### config.mk
export PLATFORM = sky130hd
export DESIGN_NAME = attr_dma_engine
export DESIGN_NICKNAME = d
export VERILOG_FILES = /design/src/rtl/attr_dma_pkg.sv /design/src/rtl/attr_dma_pacer.sv /design/src/rtl/attr_dma_cursor.sv /design/src/rtl/attr_dma_engine.sv
export SDC_FILE = /design/constraint.sdc
export NUM_CORES = 1
export LEC_CHECK = 0
export BUFFER_PORTS_ARGS = -buffer_cell sky130_fd_sc_hd__buf_2
export CORE_ASPECT_RATIO = 1.5
export CORE_MARGIN = 4
export CORE_UTILIZATION = 47
export CTS_CLUSTER_SIZE = 10
export DETAILED_ROUTE_END_ITERATION = 16
export PLACE_DENSITY = 0.81
export REMOVE_ABC_BUFFERS = 1
export SLEW_MARGIN = 15
export SYNTH_ARGS = -nofsm -noshare
export SYNTH_HDL_FRONTEND = slang
export SYNTH_SLANG_ARGS = --single-unit
### constraint.sdc
create_clock -name clk -period 1.98 [get_ports clk]
set_input_delay 0.099 -clock clk [delete_from_list [all_inputs] [get_ports clk]]
set_output_delay 0.099 -clock clk [all_outputs]
set_load 0.03 [all_outputs]
### src/rtl/attr_dma_pkg.sv
package attr_dma_pkg;

    typedef logic [15:0] sys_addr_t;
    typedef logic [7:0]  byte_t;

    localparam byte_t FOLD_FROM = 8'hE0;
    localparam byte_t FOLD_MASK = 8'hDF;

    // Pages in the top region are folded down before use.
    function automatic byte_t fold_page(input byte_t page);
        return (page >= FOLD_FROM) ? (page & FOLD_MASK) : page;
    endfunction

endpackage

### src/rtl/attr_dma_pacer.sv
module attr_dma_pacer #(
    parameter int START_LAT = 8,
    parameter int PITCH     = 4
) (
    input  logic clk,
    input  logic rst_n,
    input  logic restart_i,
    input  logic run_i,
    output logic step_o
);
    localparam int SPAN  = (START_LAT > PITCH) ? START_LAT : PITCH;
    localparam int TMR_W = $clog2(SPAN + 1);

    typedef struct packed {
        logic [TMR_W-1:0] timer;
    } pacer_t;

    pacer_t state_d, state_q;

    always_comb begin
        state_d = state_q;
        step_o  = run_i && (state_q.timer == '0) && !restart_i;
        if (restart_i) begin
            state_d.timer = TMR_W'(START_LAT - 1);
        end else if (run_i) begin
            if (state_q.timer == '0) state_d.timer = TMR_W'(PITCH - 1);
            else                     state_d.timer = state_q.timer - 1'b1;
        end
    end

    always_ff @(posedge clk or negedge rst_n) begin
        if (!rst_n) state_q <= '0;
        else        state_q <= state_d;
    end

    assert_step_while_busy_R7: assert property (@(posedge clk) disable iff (!rst_n)
        step_o |-> run_i);

    generate
        if (PITCH > 1) begin : g_gap
            assert_step_spacing_R5: assert property (@(posedge clk) disable iff (!rst_n)
                step_o |=> !step_o);
        end
    endgenerate

endmodule

### src/rtl/attr_dma_cursor.sv
module attr_dma_cursor
    import attr_dma_pkg::*;
#(
    parameter int LEN   = 160,
    parameter int DST_W = 8
) (
    input  logic             clk,
    input  logic             rst_n,
    input  logic             restart_i,
    input  sys_addr_t        base_i,
    input  logic             step_i,
    output sys_addr_t        src_o,
    output logic [DST_W-1:0] dst_o,
    output logic             busy_o,
    output logic             done_o
);
    localparam int CNT_W = $clog2(LEN + 1);

    typedef struct packed {
        sys_addr_t        src;
        logic [DST_W-1:0] dst;
        logic [CNT_W-1:0] remain;
        logic             done;
    } cursor_t;

    cursor_t state_d, state_q;

    always_comb begin
        state_d      = state_q;
        state_d.done = 1'b0;
        if (restart_i) begin
            state_d.src    = base_i;
            state_d.dst    = '0;
            state_d.remain = CNT_W'(LEN);
        end else if (step_i) begin
            state_d.src    = state_q.src + 16'd1;
            state_d.dst    = state_q.dst + 1'b1;
            state_d.remain = state_q.remain - 1'b1;
            state_d.done   = (state_q.remain == CNT_W'(1));
        end
    end

    always_ff @(posedge clk or negedge rst_n) begin
        if (!rst_n) state_q <= '0;
        else        state_q <= state_d;
    end

    assign src_o  = state_q.src;
    assign dst_o  = state_q.dst;
    assign busy_o = (state_q.remain != '0);
    assign done_o = state_q.done;

    assert_count_bounded_R2: assert property (@(posedge clk) disable iff (!rst_n)
        state_q.remain <= CNT_W'(LEN));

    assert_restart_reload_R9: assert property (@(posedge clk) disable iff (!rst_n)
        restart_i |=> (state_q.remain == CNT_W'(LEN)) && (state_q.src == $past(base_i))
                      && (state_q.dst == '0));

    assert_step_advance_R6: assert property (@(posedge clk) disable iff (!rst_n)
        (step_i && !restart_i) |=> (state_q.src == $past(state_q.src) + 16'd1)
                                   && (state_q.remain == $past(state_q.remain) - 1'b1));

    assert_done_after_last_R8: assert property (@(posedge clk) disable iff (!rst_n)
        done_o |-> (!busy_o && $past(step_i)));

endmodule

### src/rtl/attr_dma_engine.sv
module attr_dma_engine
    import attr_dma_pkg::*;
#(
    parameter int LEN       = 160,
    parameter int START_LAT = 8,
    parameter int PITCH     = 4,
    parameter int DST_W     = (LEN > 1) ? $clog2(LEN) : 1
) (
    input  logic             clk,
    input  logic             rst_n,
    input  logic             start_i,
    input  logic [7:0]       page_i,
    output logic             rd_req_o,
    output logic [15:0]      rd_addr_o,
    input  logic [7:0]       rd_data_i,
    output logic             wr_en_o,
    output logic [DST_W-1:0] wr_addr_o,
    output logic [7:0]       wr_data_o,
    output logic             busy_o,
    output logic [15:0]      src_addr_o,
    output logic             done_o
);
    sys_addr_t        base_w;
    sys_addr_t        src_w;
    logic [DST_W-1:0] dst_w;
    logic             step_w;
    logic             busy_w;
    logic             done_w;

    assign base_w = {fold_page(page_i), 8'h00};

    attr_dma_pacer #(
        .START_LAT (START_LAT),
        .PITCH     (PITCH)
    ) u_pacer (
        .clk       (clk),
        .rst_n     (rst_n),
        .restart_i (start_i),
        .run_i     (busy_w),
        .step_o    (step_w)
    );

    attr_dma_cursor #(
        .LEN   (LEN),
        .DST_W (DST_W)
    ) u_cursor (
        .clk       (clk),
        .rst_n     (rst_n),
        .restart_i (start_i),
        .base_i    (base_w),
        .step_i    (step_w),
        .src_o     (src_w),
        .dst_o     (dst_w),
        .busy_o    (busy_w),
        .done_o    (done_w)
    );

    assign rd_req_o   = step_w;
    assign rd_addr_o  = src_w;
    assign wr_en_o    = step_w;
    assign wr_addr_o  = dst_w;
    assign wr_data_o  = rd_data_i;
    assign busy_o     = busy_w;
    assign src_addr_o = src_w;
    assign done_o     = done_w;

    assert_src_below_fold_R3: assert property (@(posedge clk) disable iff (!rst_n)
        busy_o |-> (src_addr_o < 16'hE000));

    assert_no_strobe_on_start_R10: assert property (@(posedge clk) disable iff (!rst_n)
        start_i |-> !wr_en_o);

endmodule

==> results.md <==
- Ys flop type: dfrtp_1
- Top post-synthesis cells by area: dfrtp_1 39%, buf_4 16%, nor2_1 4.4%, ha_1 3.1%, xor2_1 2.6%
- Die Wd: 66.39 um
- Crit path largest cell delay: 0.51 ns
- Worst-Margin Slew: 0.8458 ns
- Power per cell area: 591.5 nW/um2
- Worst Path Arrival: 2.21 ns
- R2r setup slk: -0.01 ns
- Vias in the first global route: 1984
- Sequential power share: 47.0%
- Largest net degree at the start of global routing: 38
- Crit path from: u_pacer.state_q[0]
- Aggregate global routing overflow: 0
- RSZ-0062 raised after global routing: yes
- Die H: 95.59 um
- Failing checks: setup timing
- Routed Antenna Nets: 0
- Status: finished with violations
- Required time of the critical path: 2.20 ns
- DR pass1 iterations: 4
- Antenna violations before repair: 0
- Total die area: 6346 um2
- Clock transition at path regs: 0.09 ns
- Worst skew pair latency: 0.30 ns
- Synthesis warning total: 0
- Worst-path fanout max: 2
- Setup Skew: ~0.016 ns
- Worst VDD drop: 0.4119 mV
- CTS tree: done
- Syn-to-layout area delta: 19.52%
- Pleak: ~0.0013 uW
- Critical path launch point type: flop
- Wire per inst: 14.97 um
- Clk pwr share: between 30% and 40%
- Final Instance Area: 2873 um2
- Slowest CP cell: or4_1
- HPWL after detailed placement: 3.905 mm
- Synth area leader: dfrtp_1
- # clock sinks: 37
- Post-Place Setup Slack: -0.08648 ns
- Setup crit end: u_cursor.src_o[14]
- CORE AREA: between 4000 and 5000 um2
- Min-Delay Path Class: primary input to flop
- NetSw: 466.6 uW
- Post-Syn Area: 2404 um2
- Root Driver: clkbuf_8
- R2r endpoint: u_cursor.src_o[14]
- Commonest cells in the netlist: 50 x buf_4, 37 x dfrtp_1, 28 x nor2_1
- Via/cell ratio: 5.539
- Post-layout net count: between 300 and 400
- Total stage count of the critical path: 6
- Gate Count Post-Synth: around 270
- Max-slew violations: 0
- Mapped Avg Cell Area: about 9.1 um2
- Post-synthesis sequential area ratio: 38.52%
- Share of cells above drive strength 1: 39.48%
- Sw Ratio: a little over a quarter
- Global placement routability congestion: a little over 0.8
- CP endpoint kind: flop
- Global-route wire length before repair: 9.190 mm
- Standard-cell row count: 31
- DP Area: between 2000 and 3000 um2
- Family with the most delay on the worst path: simple AND/OR/NAND/NOR gates
- I/O Buffers: 54
- Fmax: 501.6 MHz
- Synth Register Bits: 37
- Drt total wl: 5.614 mm
- Most frequent cell after synthesis: buf_4
- Critical-path cell list: inv_2 -> ha_4 -> or3b_4 -> a211o_1 -> or4_1 -> a31oi_1
- Comb pwr share: 13.3%
- Fin crit period: 1.994 ns
- Max_cap viols: 0
- Maximum clock path buffer count: 2
- Post-synth cell types: 40
- Final Hold Viols: 0
- I/O Pins: 71
- Asr flop ratio synth: 100.0%
- Crit Path Category: flop to flop
- Crit share post-route: 100.7%
- Finish-stage setup viols: 2
- Area share of the largest cell type after synthesis: between 30 and 40%
- DRC Markers: 0
- Initial DRC count: 171
- Reg-to-Reg Start: u_pacer.state_q[0]
- Detailed-route via count: 2077
- Initial core utilization: 49.18%
- CP bufs+invs: 1
- Internal power: ~1200 uW
- Fin worst setup slack: -0.01379 ns
- TritonCTS Buffers: 5
- Overall routing resource usage: approximately a fifth
- Worst slew margin: 43.61%
- Worst-case reg-to-reg path depth: 6
- CTS H-tree lvls: 2
- Power Total: 1699 uW
- Ant diodes: 0
- EDFF count, synth: 0
- Final Core Density: 58.78%
[metal layers]
layer / up-vias / global-route usage (%) / wire length (um)
li1: 983 / - / -
met1: 998 / 21.31 / 2188
met2: 86 / 32.56 / 2911
met3: 10 / 4.953 / 419
met4: 0 / 7.458 / 95
met5: - / 0 / 0
[registers in the layout (all words and copies together) (netlist names)]
signal            flops
u_cursor.done_o       1
u_pacer.state_q       4
u_cursor.state_q      8
u_cursor.dst_o        8
u_cursor.src_o       16
[worst min-delay path by stage]
stage / from / to / slack [ns] / depth (start not counted)
floorplan: rst_n / u_cursor.done_o / -0.20 / 0
finish: page_i[1] / u_cursor.src_o[9] / 0.04 / 3
global placement: rd_data_i[0] / wr_data_o[0] / 0.20 / 0
detailed placement: rd_data_i[0] / wr_data_o[0] / 0.20 / 0
global route: page_i[2] / u_cursor.src_o[10] / 0.04 / 3
CTS: page_i[3] / u_cursor.src_o[11] / 0.0002 / 3
[cells in the final DEF, fill, tap and decap left out, types with 2 or more instances in the layout]
cell type	n
clkbuf_8	5
a21oi_1	6
a21oi_2	5
nor4_1	2
buf_2	52
or4_4	4
o211ai_1	5
inv_2	4
nor3_1	3
inv_1	4
a31oi_1	7
dfrtp_1	37
nand2_1	16
or3_1	6
o21ai_0	10
buf_4	31
o31a_1	2
or4_1	4
nand3_1	9
xnor2_1	6
or3b_4	2
a211oi_1	3
and4_1	4
buf_6	9
o2111ai_1	3
dlygate4sd3_1	2
nand4_1	7
ha_4	2
nor2_1	26
o31ai_1	6
ha_1	4
xor2_1	7
[worst reg2reg max path, stage by stage (launching register included)]
cell     delay (ns)
dfrtp_1        0.39
inv_2          0.08
ha_4           0.13
or3b_4         0.37
a211o_1        0.26
or4_1          0.51
a31oi_1        0.18
[cells by family (layout without fill, tap and decap cells)]
kind of cell / Yosys count / count (layout) / share of synthesized area (%)
and+or+nand+nor: 90 / 90 / 20.25
buffers and inverters: 67 / 111 / 18.95
AOI/OAI and AO/OA: 51 / 51 / 14.00
DFF: 37 / 37 / 38.52
xor gates and xnor gates: 13 / 13 / 4.737
adders and majority gates: 6 / 6 / 3.123
muxes: 1 / 1 / 0.4165
[metrics by stage]
| stage | setup TNS, ns | instances | hold WS, ns |
|---|---|---|---|
| after detailed placement | -0.2953 | 357 | 0.1983 |
| after floorplan | -1.548 | 207 | -0.1966 |
| after global routing | -0.3230 | 375 | 0.03916 |
| after global placement | -0.03207 | 357 | 0.1983 |
| final | -0.01537 | 375 | 0.03754 |
| after CTS | -0.01713 | 368 | 0.0001576 |
[area by class of cell]
cell class	count	area, um2
fillers	406	2014
repair buffers	94	614.3
well taps	66	82.58
multi-input cells	161	1101
flip-flops and latches	37	925.9
inverters	9	33.78
clock buffers	5	68.82
clock inverters	3	46.29
[power groups by stage]
| stage | clock network [uW] | logic, uW | registers, uW |
|---|---|---|---|
| 6_report | 675 | 226 | 799 |
| 5_1_grt | 722 | 246 | 803 |
| 4_1_cts | 689 | 219 | 799 |
| 3_5_place_dp | 0 | 210 | 813 |
| 3_3_place_gp | 0 | 207 | 811 |
| 2_1_floorplan | 0 | 48.4 | 875 |
[repair_timing]
item	CTS	global route
gates cloned	0	0
resized for setup	17	16
endpoints found under the setup margin	11	16
buffers inserted	2	6
pin swaps	11	10
hold endpoints to repair	37	1
hold buffers	1	1
Note: power is estimated with default switching activity, not from simulation.
